`config.mk`:
```
export PLATFORM = sky130hd
export DESIGN_NAME = rhcp_top
export DESIGN_NICKNAME = d
export VERILOG_FILES = /design/src/rtl/rhcp_pkg.sv /design/src/rtl/rhcp_ctrl.sv /design/src/rtl/rhcp_dpath.sv /design/src/rtl/rhcp_top.sv
export SDC_FILE = /design/constraint.sdc
export NUM_CORES = 1
export LEC_CHECK = 0
export ABC_AREA = 1
export BUFFER_PORTS_ARGS = -buffer_cell sky130_fd_sc_hd__buf_2
export CELL_PAD_IN_SITES_DETAIL_PLACEMENT = 1
export CELL_PAD_IN_SITES_GLOBAL_PLACEMENT = 2
export CORE_ASPECT_RATIO = 0.8
export CORE_MARGIN = 5
export CORE_UTILIZATION = 40
export CTS_CLUSTER_SIZE = 14
export DETAILED_ROUTE_END_ITERATION = 16
export GPL_ROUTABILITY_DRIVEN = 0
export PLACE_DENSITY = 0.92
export SETUP_SLACK_MARGIN = 0.3
export SLEW_MARGIN = 10
export SYNTH_ARGS = -nofsm -noshare
export SYNTH_HDL_FRONTEND = slang
export SYNTH_SLANG_ARGS = --single-unit
export TNS_END_PERCENT = 100
```
`constraint.sdc`:
```
create_clock -name clk -period 3 [get_ports clk]
set_input_delay 0.6 -clock clk [delete_from_list [all_inputs] [get_ports clk]]
set_output_delay 0.6 -clock clk [all_outputs]
set_load 0.005 [all_outputs]
```
`src/rtl/rhcp_pkg.sv`:
```
`timescale 1ns/1ps
package rhcp_pkg;
  localparam int PC_W = 16;

  typedef enum logic [1:0] {
    TGT_DM  = 2'b00,
    TGT_IM  = 2'b01,
    TGT_PCL = 2'b10,
    TGT_PCH = 2'b11
  } target_e;

  typedef enum logic [1:0] {
    LK_NONE = 2'd0,
    LK_CORE = 2'd1,
    LK_HOST = 2'd2
  } lockOwner_e;

  typedef struct packed {
    logic    wrDm;
    logic    wrIm;
    logic    wrPcLo;
    logic    wrPcHi;
    logic    ldMem;
    logic    ldCfg;
    logic    ldZero;
    target_e tgt;
  } hostStrobe_t;
endpackage

```
`src/rtl/rhcp_ctrl.sv`:
```
`timescale 1ns/1ps
module rhcp_ctrl
  import rhcp_pkg::*;
(
  input  logic        clk,
  input  logic        rstN,
  input  logic        hostCmd,
  input  logic        hostEn,
  input  logic        hostRd,
  input  logic        hostWr,
  input  logic [7:0]  hostWdata,
  input  logic        localLock,
  input  logic        hostLock,
  input  logic        coreIdle,
  input  logic        coreDmReq,
  input  logic        coreLock,
  input  logic        irqMirror,
  input  logic        irqIsOut,
  output logic        coreRun,
  output logic        coreStep,
  output logic        irqAck,
  output logic        coreGrant,
  output logic        hostGrant,
  output logic [7:0]  cfgValue,
  output hostStrobe_t strobe
);
  logic       startQ, fastWrQ, latchRdQ, latchWrQ, stepQ, ackQ, lastCoreQ;
  target_e    msQ;
  lockOwner_e ownerQ;

  logic cfgAcc, memAcc, cfgWr, hostDmReq, bootRun, isDm;

  assign cfgAcc    = hostEn && hostCmd;
  assign memAcc    = hostEn && !hostCmd;
  assign cfgWr     = cfgAcc && hostWr && !localLock;
  assign isDm      = (msQ == TGT_DM);
  assign hostDmReq = memAcc && (hostRd || hostWr) && isDm;
  assign bootRun   = hostRd && hostWr && !hostEn;

  // data-memory arbitration
  always_comb begin
    coreGrant = 1'b0;
    hostGrant = 1'b0;
    case (ownerQ)
      LK_CORE: coreGrant = coreDmReq;
      LK_HOST: hostGrant = hostDmReq;
      default: begin
        if (coreDmReq && hostDmReq) begin
          coreGrant = !lastCoreQ;
          hostGrant = lastCoreQ;
        end else begin
          coreGrant = coreDmReq;
          hostGrant = hostDmReq;
        end
      end
    endcase
  end

  // host access steering
  always_comb begin
    strobe.tgt    = msQ;
    strobe.wrDm   = memAcc && hostWr && isDm && hostGrant;
    strobe.wrIm   = memAcc && hostWr && (msQ == TGT_IM) && coreIdle;
    strobe.wrPcLo = memAcc && hostWr && (msQ == TGT_PCL) && coreIdle;
    strobe.wrPcHi = memAcc && hostWr && (msQ == TGT_PCH) && coreIdle;
    strobe.ldMem  = memAcc && hostRd && (isDm ? hostGrant : coreIdle);
    strobe.ldZero = memAcc && hostRd && !isDm && !coreIdle;
    strobe.ldCfg  = cfgAcc && hostRd;
  end

  always_ff @(posedge clk) begin
    if (!rstN) begin
      startQ    <= bootRun;
      msQ       <= TGT_IM;
      fastWrQ   <= 1'b0;
      latchRdQ  <= 1'b0;
      latchWrQ  <= 1'b0;
      stepQ     <= 1'b0;
      ackQ      <= 1'b0;
      ownerQ    <= LK_NONE;
      lastCoreQ <= 1'b0;
    end else begin
      stepQ <= cfgWr && hostWdata[6] && !hostWdata[2];
      ackQ  <= cfgWr && hostWdata[7] && irqIsOut;
      if (cfgWr) begin
        fastWrQ  <= hostWdata[5];
        latchRdQ <= hostWdata[4];
        latchWrQ <= hostWdata[3];
        startQ   <= hostWdata[2];
        msQ      <= target_e'(hostWdata[1:0]);
      end
      if (coreGrant)      lastCoreQ <= 1'b1;
      else if (hostGrant) lastCoreQ <= 1'b0;
      case (ownerQ)
        LK_CORE: if (!coreLock) ownerQ <= LK_NONE;
        LK_HOST: if (!hostLock) ownerQ <= LK_NONE;
        default: begin
          if (coreGrant && coreLock)      ownerQ <= LK_CORE;
          else if (hostGrant && hostLock) ownerQ <= LK_HOST;
        end
      endcase
    end
  end

  assign coreRun  = startQ;
  assign coreStep = stepQ;
  assign irqAck   = ackQ;
  assign cfgValue = {irqMirror, 1'b0, fastWrQ, latchRdQ, latchWrQ, startQ, msQ};

  p_grant_excl_r8: assert property (@(posedge clk) disable iff (!rstN)
    $onehot0({coreGrant, hostGrant}));

  p_alternate_r8: assert property (@(posedge clk) disable iff (!rstN)
    (coreGrant && hostDmReq && ownerQ == LK_NONE && !coreLock)
    ##1 (coreDmReq && hostDmReq && ownerQ == LK_NONE) |-> hostGrant);

  p_lock_hold_r9: assert property (@(posedge clk) disable iff (!rstN)
    (coreGrant && coreLock && ownerQ == LK_NONE) ##1 coreDmReq |-> coreGrant);

  p_step_stopped_r5: assert property (@(posedge clk) disable iff (!rstN)
    coreStep |-> !coreRun);

  p_ack_dir_r10: assert property (@(posedge clk) disable iff (!rstN)
    irqAck |-> $past(irqIsOut));
endmodule

```
`src/rtl/rhcp_dpath.sv`:
```
`timescale 1ns/1ps
module rhcp_dpath
  import rhcp_pkg::*;
#(
  parameter int ADDR_W = 4
) (
  input  logic              clk,
  input  logic              rstN,
  input  hostStrobe_t       strobe,
  input  logic [ADDR_W-1:0] hostAddr,
  input  logic [7:0]        hostWdata,
  input  logic [7:0]        cfgValue,
  input  logic              coreIdle,
  input  logic              pcIncr,
  output logic [7:0]        hostRdata,
  output logic [PC_W-1:0]   pcOut
);
  localparam int DEPTH = 1 << ADDR_W;

  logic [7:0]      dmArr [DEPTH];
  logic [7:0]      imArr [DEPTH];
  logic [PC_W-1:0] pcQ;
  logic [7:0]      rdQ, memRd;

  always_comb begin
    case (strobe.tgt)
      TGT_DM:  memRd = dmArr[hostAddr];
      TGT_IM:  memRd = imArr[hostAddr];
      TGT_PCL: memRd = pcQ[7:0];
      default: memRd = pcQ[PC_W-1:8];
    endcase
  end

  always_ff @(posedge clk) begin
    if (strobe.wrDm) dmArr[hostAddr] <= hostWdata;
    if (strobe.wrIm) imArr[hostAddr] <= hostWdata;
  end

  always_ff @(posedge clk) begin
    if (!rstN) begin
      pcQ <= '0;
      rdQ <= '0;
    end else begin
      if (strobe.wrPcLo)      pcQ[7:0]      <= hostWdata;
      else if (strobe.wrPcHi) pcQ[PC_W-1:8] <= hostWdata;
      else if (pcIncr)        pcQ           <= pcQ + 1'b1;
      if (strobe.ldZero)      rdQ <= 8'h00;
      else if (strobe.ldCfg)  rdQ <= cfgValue;
      else if (strobe.ldMem)  rdQ <= memRd;
    end
  end

  assign hostRdata = rdQ;
  assign pcOut     = pcQ;

  p_pc_guard_r7: assert property (@(posedge clk) disable iff (!rstN)
    (!coreIdle && !pcIncr) |=> $stable(pcOut));

  p_busy_zero_r7: assert property (@(posedge clk) disable iff (!rstN)
    strobe.ldZero |=> hostRdata == 8'h00);
endmodule

```
`src/rtl/rhcp_top.sv`:
```
`timescale 1ns/1ps
module rhcp_top
  import rhcp_pkg::*;
#(
  parameter int ADDR_W = 4
) (
  input  logic              clk,
  input  logic              rstN,
  input  logic              hostCmd,
  input  logic              hostEn,
  input  logic              hostRd,
  input  logic              hostWr,
  input  logic [ADDR_W-1:0] hostAddr,
  input  logic [7:0]        hostWdata,
  output logic [7:0]        hostRdata,
  input  logic              localLock,
  input  logic              hostLock,
  input  logic              coreIdle,
  output logic              coreRun,
  output logic              coreStep,
  input  logic              pcIncr,
  output logic [15:0]       pcOut,
  input  logic              coreDmReq,
  input  logic              coreLock,
  output logic              coreGrant,
  output logic              hostGrant,
  input  logic              irqMirror,
  input  logic              irqIsOut,
  output logic              irqAck
);
  hostStrobe_t strobe;
  logic [7:0]  cfgValue;

  rhcp_ctrl u_ctrl (
    .clk(clk), .rstN(rstN), .hostCmd(hostCmd), .hostEn(hostEn),
    .hostRd(hostRd), .hostWr(hostWr), .hostWdata(hostWdata),
    .localLock(localLock), .hostLock(hostLock), .coreIdle(coreIdle),
    .coreDmReq(coreDmReq), .coreLock(coreLock), .irqMirror(irqMirror),
    .irqIsOut(irqIsOut), .coreRun(coreRun), .coreStep(coreStep),
    .irqAck(irqAck), .coreGrant(coreGrant), .hostGrant(hostGrant),
    .cfgValue(cfgValue), .strobe(strobe)
  );

  rhcp_dpath #(.ADDR_W(ADDR_W)) u_dpath (
    .clk(clk), .rstN(rstN), .strobe(strobe), .hostAddr(hostAddr),
    .hostWdata(hostWdata), .cfgValue(cfgValue), .coreIdle(coreIdle),
    .pcIncr(pcIncr), .hostRdata(hostRdata), .pcOut(pcOut)
  );
endmodule

```
==> flow_summary_export.csv, run 1 <==
group,metric,value,unit
worst_setup_path,worst_path_most_repeated_cell,"inv_1",
worst_setup_path,path_class,"reg2out",
worst_setup_path,endpoint_kind,"primary output",
yosys,syn_inst,1328,
worst_setup_path,startpoint_type,"flop",
pwr,p_seq_frac,0.492,
hold_path,worstHoldPathType,"in2reg",
detailed_routing,vias,9702,
sta,skew,8.17,ps
global_route,antenna_found_initial,0,
sta,finalHoldViolCount,0,
yosys,syn_area,12900,um2
worst_setup_path,critPathMaxStageDelay,370,ps
global_route,grt_pass1_wl,58200,um
final_layout,nNetsFinal,1443,
placed_design,dp_slack,394,ps
worst_setup_path,cp_top_family,"simple AND/OR/NAND/NOR gates",
placed_design,dp_hpwl,24900,um
global_route,grt.overflow.total,0,
yosys,async_flop_share,0,
clocking,cts_sinks,291,
floorplanning,die_area,35900,um2
clocking,clock_path_buffers,3,
floorplanning,fp.dieH,170,um
final_layout,area_delta_synth_final,15.8,%
global_route,track_usage,0.210,
clocking,clock_latency,570,ps
floorplanning,initial_utilization,0.407,
yosys,synth_cell_types,41,
floorplanning,rows,58,
worst_setup_path,crit_chain,"inv_1 -> ha_1 -> or2_2 -> nand3_2 -> inv_1 -> buf_2",
pwr,p_leak,6.10,nW
clocking,cts_tree,"yes",
final_layout,layout-drive-gt1-share,0.131,
final_layout,antenna_cells,0,
sta,grt_setup_unrepaired,"false",
pwr,netSwitchingPower,0.00212,W
worst_setup_path,critPathBufInv,3,
detailed_routing,via_per_inst,5.22,
yosys,synth-seq-cells,291,
pwr,powerDensity,608,nW/um2
job,maxCapViolations,0,
status,outcome,"completed",
yosys,yosys_most_used_dff,"edfxtp_1",
floorplanning,design.core.area,31600,um2
final_layout,stdcell_area,14900,um2
detailed_routing,wirelength,37900,um
clocking,hold_buffers,0,
worst_setup_path,cp_max_fo,7,
clocking,ctsRootBufferMaster,"clkbuf_16",
yosys,yosysWarnings,0,
yosys,synth.area.top_cells,"edfxtp_1 (60%), nand2_1 (19%), dfxtp_1 (5.3%), nand3_1 (3.3%), a21oi_1 (1.5%)",
yosys,syn_avg_cell_area,9.68,um2
clocking,numCtsBuffers,31,
yosys,synth_top_cell_by_area,"edfxtp_1",
placed_design,io_buffers,54,
sta,finalSetupTns,0,ps
clocking,cts_resized,0,
sta,setup_viol,0,
floorplanning,io_pins,55,
sta,relSlewSlack,0.576,
clocking,clkTransAtPathRegs,60,ps
pwr,swShare,0.234,
clocking,h-tree-depth,1,
global_route,grt_max_degree,113,
sta,period_needed,2590,ps
global_route,grt_pass1_vias,9930,
detailed_routing,routedWlPerCell,20.4,um
yosys,synth_edf_count,257,
pwr,ir_worst_vdd,0.419,mV
detailed_routing,postRouteAntennaNets,0,
detailed_routing,drc_errors,0,
placed_design,postPlaceCellArea,13900,um2
pwr,pwr-share-clk,0.431,
floorplanning,die_w,210,um
final_layout,n_fill_cell,3589,
sta,timing.final.crit_share,0.863,
sta,fmax,386,MHz
sta,whs,285,ps
detailed_routing,firstDrtPassIters,5,
worst_setup_path,crit_arrival,1990,ps
worst_setup_path,worstPathRequired,2400,ps
pwr,power_frac_comb,0.077,
worst_setup_path,crit_slowest_cell,"ha_1",
pwr,intPower,0.00694,W
clocking,postCtsSetupBuffers,0,
detailed_routing,drtIter0Drc,669,
sta,tightest_slew,633,ps
yosys,seq_area_frac_synth,0.653,
sta,fin_ws,411,ps
yosys,synth_top_area_frac,0.600,
sta,slew_viol_final,0,
yosys,syn_nets,1357,
final_layout,final_util,0.472,
-- per-stage QoR --
stage	power, W	instances
2_1_floorplan	0.00494	1328
3_3_place_gp	0.00522	1801
3_5_place_dp	0.00524	1801
4_1_cts	0.00914	1858
5_1_grt	0.00941	1858
6_report	0.00906	1858
-- cells by family after synthesis --
logic type | Yosys count | synth area share
DFF | 291 | 0.653
adders and majority gates | 3 | 0.00292
and+or+nand+nor | 814 | 0.258
xor gates and xnor gates | 4 | 0.00272
buffers and inverters | 118 | 0.0410
AOI/OAI and AO/OA | 98 | 0.0426
-- placed cells by master, fill, tap and decap left out, drive strengths merged --
cell	count
nand2	642
edfxtp	257
buf	113
nand3	89
inv	59
o21ai	44
a21oi	41
nor3	36
dfxtp	34
clkbuf	34
nor2	33
clkinv	14
nand4	11
bufinv	5
o211ai	4
ha	3
clkinvlp	3
xnor2	2
o22ai	2
xor2	2
a221oi	2
o21a	1
or2	1
nand3b	1
o41ai	1
a31oi	1
a22o	1
a211oi	1
nor4	1
-- power by group through the flow --
stage / clock (W) / combinational (W) / sequential, W
2_1_floorplan: 0 / 0.000407 / 0.00453
3_3_place_gp: 0 / 0.000683 / 0.00454
3_5_place_dp: 0 / 0.000704 / 0.00454
4_1_cts: 0.00398 / 0.000708 / 0.00445
5_1_grt: 0.00417 / 0.000783 / 0.00445
6_report: 0.00390 / 0.000701 / 0.00445
-- routing by layer --
| metal | global-route usage | vias to the layer above | wire [um] |
|---|---|---|---|
| met5 | 0 | - | 0 |
| met4 | 0.0397 | 0 | 618 |
| met3 | 0.0343 | 47 | 2280 |
| met2 | 0.346 | 250 | 17700 |
| met1 | 0.300 | 4793 | 17400 |
| li1 | - | 4612 | - |
-- registers in the layout, indices dropped and copies added, names as in the netlist --
register / flops
u_ctrl.latchRdQ: 1
u_ctrl.coreStep: 1
u_dpath.hostRdata: 8
u_dpath.imArr: 128
u_ctrl.latchWrQ: 1
u_dpath.pcOut: 16
u_dpath.dmArr: 128
u_ctrl.irqAck: 1
u_ctrl.lastCoreQ: 1
u_ctrl.ownerQ: 2
u_ctrl.msQ: 2
u_ctrl.fastWrQ: 1
u_ctrl.coreRun: 1
-- Yosys cell counts (3+ instances only) --
cell,count
inv_1,51
o21ai_0,25
clkbuf_1,13
o21ai_1,18
buf_4,6
buf_1,4
nand3_1,86
nand2_1,637
buf_2,35
nand4_1,11
nor3_1,35
ha_1,3
nor2_2,4
nor2_1,28
dfxtp_1,34
nand2_2,3
o211ai_1,4
inv_2,6
edfxtp_1,257
a21oi_1,39
-- layout make-up --
type                       count  area, um2  share of cell area
sequential                   291       8400               0.564
multi-input combinational    919       3940               0.264
clock buffer                  34        787              0.0529
timing repair buffer         113        778              0.0523
tap                          420        526              0.0353
clock inverter                23        240              0.0161
inverter                      58        221              0.0149
-- worst reg2reg max path: stages (launching register included) --
cell,delay (ps)
dfxtp_1,350
inv_1,50
ha_1,380
or2_2,150
nand3_2,110
inv_1,120
nand2_2,280
nor3_1,330
buf_4,230
-- final timing paths --
kind | start | end | slack, ps | cells after the start
worst max register to register | u_ctrl.ownerQ[0] | u_dpath.dmArr[15][7] | 700 | 8
worst max-delay path | u_ctrl.ownerQ[0] | hostGrant | 410 | 6
worst min-delay path | irqIsOut | u_ctrl.irqAck | 290 | 3
worst min register to register | u_ctrl.lastCoreQ | u_ctrl.lastCoreQ | 490 | 2
No activity file was read; power rests on OpenSTA's default activity.
==> run 2: changes to the inputs <==
- RECOVER_POWER: default -> 25
==> run 2 against run 1 <==
Non-clock buffer count stayed put. Sequential share of layout area is 0.095 points higher. The run now ends with max-capacitance violations, max-slew violations left. Worst hold slack worse by 0.52 ps. Highest routed layer unchanged.
==> flow_summary_export.csv, run 2 (synthesis results as in run 1) <==
group,metric,value,unit
status,outcome,"complete, but fails checks",
status,violations,"max-capacitance violations, max-slew violations",
worst_setup_path,path_class,"reg2out",
final_layout,final_util,0.471,
clocking,hold_buffers,0,
final_layout,nNetsFinal,1443,
pwr,p_total,0.00906,W
floorplanning,io_pins,55,
floorplanning,rows,58,
hold_path,worstHoldPathType,"in2reg",
sta,grt_setup_unrepaired,"false",
sta,period_needed,2590,ps
clocking,cts_sinks,291,
final_layout,antenna_cells,0,
worst_setup_path,cp_top_family,"simple AND/OR/NAND/NOR gates",
worst_setup_path,critPathBufInv,3,
job,maxCapViolations,2,
hold_path,min_from,"irqIsOut",
pwr,powerDensity,609,nW/um2
clocking,ctsRootBufferMaster,"clkbuf_16",
clocking,clock_path_buffers,3,
global_route,grt_max_degree,113,
detailed_routing,drtIter0Drc,664,
clocking,clkTransAtPathRegs,60,ps
worst_setup_path,crit_arrival,1990,ps
hold_path,whs_path_depth,3,
final_layout,final_cell_mix,"nand2_1 (637), edfxtp_1 (257), nand3_1 (86)",
sta,timing.final.crit_share,0.863,
sta,skew,8.13,ps
global_route,track_usage,0.210,
global_route,grt_pass1_wl,58200,um
clocking,postCtsSetupBuffers,0,
floorplanning,design.core.area,31600,um2
sta,fin_ws,410,ps
worst_setup_path,startpoint_type,"flop",
floorplanning,initial_utilization,0.407,
clocking,cts_tree,"yes",
sta,finalHoldViolCount,0,
hold_path,hold_end,"u_ctrl.irqAck",
sta,fmax,386,MHz
placed_design,dp_slack,394,ps
worst_setup_path,r2r_slack,700,ps
worst_setup_path,r2r_end,"u_dpath.dmArr[15][7]",
clocking,numCtsBuffers,31,
detailed_routing,postRouteAntennaNets,0,
worst_setup_path,crit_slowest_cell,"ha_1",
detailed_routing,routedWlPerCell,20.4,um
clocking,clock_latency,570,ps
worst_setup_path,reg2reg_depth,8,
detailed_routing,via_per_inst,5.22,
sta,relSlewSlack,-0.270,
sta,setup_viol,0,
sta,slew_viol_final,60,
final_layout,layout-drive-gt1-share,0.122,
sta,tightest_slew,1910,ps
detailed_routing,wirelength,37900,um
detailed_routing,firstDrtPassIters,5,
final_layout,area_delta_synth_final,15.6,%
floorplanning,die_area,35900,um2
placed_design,dp_hpwl,24900,um
floorplanning,die_w,210,um
pwr,p_leak,6.06,nW
floorplanning,fp.dieH,170,um
final_layout,seqCellArea,8400,um2
final_layout,layout_commonest_cell,"nand2_1",
worst_setup_path,critPathMaxStageDelay,370,ps
clocking,h-tree-depth,1,
placed_design,io_buffers,54,
worst_setup_path,cp_max_fo,7,
worst_setup_path,endpoint_kind,"primary output",
detailed_routing,vias,9700,
worst_setup_path,worst_path_most_repeated_cell,"inv_1",
global_route,grt.overflow.total,0,
global_route,grt_pass1_vias,9930,
worst_setup_path,regToRegStartpoint,"u_ctrl.ownerQ[0]",
worst_setup_path,worstPathRequired,2400,ps
sta,finalSetupTns,0,ps
global_route,antenna_found_initial,0,
final_layout,multi_input_area,3940,um2
final_layout,n_fill_cell,3597,
worst_setup_path,crit_chain,"inv_1 -> ha_1 -> or2_2 -> nand3_2 -> inv_1 -> buf_2",
detailed_routing,drc_errors,0,
pwr,ir_worst_vdd,0.418,mV
[run 2: cell count changes in the layout (fill, tap and decap cells not counted), sizes merged]
cell,change
clkbuf,+12
buf,-12
[run 2: how the worst max path moves through the flow]
stage,slack [ps],cells after the start,endpoint,start
finish,410,6,hostGrant,u_ctrl.ownerQ[0]
global placement,470,6,u_dpath.dmArr[1][5],hostAddr[1]
global route,310,6,hostGrant,u_ctrl.ownerQ[0]
CTS,380,6,hostGrant,u_ctrl.ownerQ[0]
detailed placement,390,6,u_dpath.imArr[5][1],hostAddr[1]
floorplan,590,8,u_dpath.dmArr[12][0],hostCmd
[run 2: cell type report]
cell class,count,share of cell area
Sequential cell,291,0.565
Multi-Input combinational cell,919,0.265
Clock buffer,34,0.0530
Timing Repair Buffer,113,0.0507
Tap cell,420,0.0354
Clock inverter,23,0.0162
Inverter,58,0.0149
[run 2: repair_timing]
| action | in CTS | in global routing |
|---|---|---|
| endpoints found under the hold margin | 0 | 0 |
| endpoints found under the setup margin | 0 | 1 |
| gates resized for setup | 0 | 1 |
[run 2: power breakdown]
part / internal (W) / total, W / switching, W
logic: 0.000197 / 0.000697 / 0.000501
clock network: 0.00231 / 0.00390 / 0.00159
registers: 0.00443 / 0.00446 / 0.0000235
total: 0.00694 / 0.00906 / 0.00212
[run 2: metal layers]
| layer | global-route usage | wire length [um] |
|---|---|---|
| met5 | 0 | 0 |
| met4 | 0.0397 | 618 |
| met3 | 0.0343 | 2140 |
| met2 | 0.346 | 17600 |
| met1 | 0.300 | 17500 |
[run 2: per-stage QoR]
stage / hold WS, ps / cells / cell area [um2]
after CTS: 264 / 1858 / 14900
after global routing: 281 / 1858 / 14900
after floorplan: 455 / 1328 / 12900
final: 285 / 1858 / 14900
after detailed placement: 487 / 1801 / 13900
after global placement: 472 / 1801 / 13900
[run 2: tightest hold or removal path, delay by kind of cell]
family,cells,cell delay (ps)
AND/OR/NAND/NOR,2,110
buffers and inverters,1,100
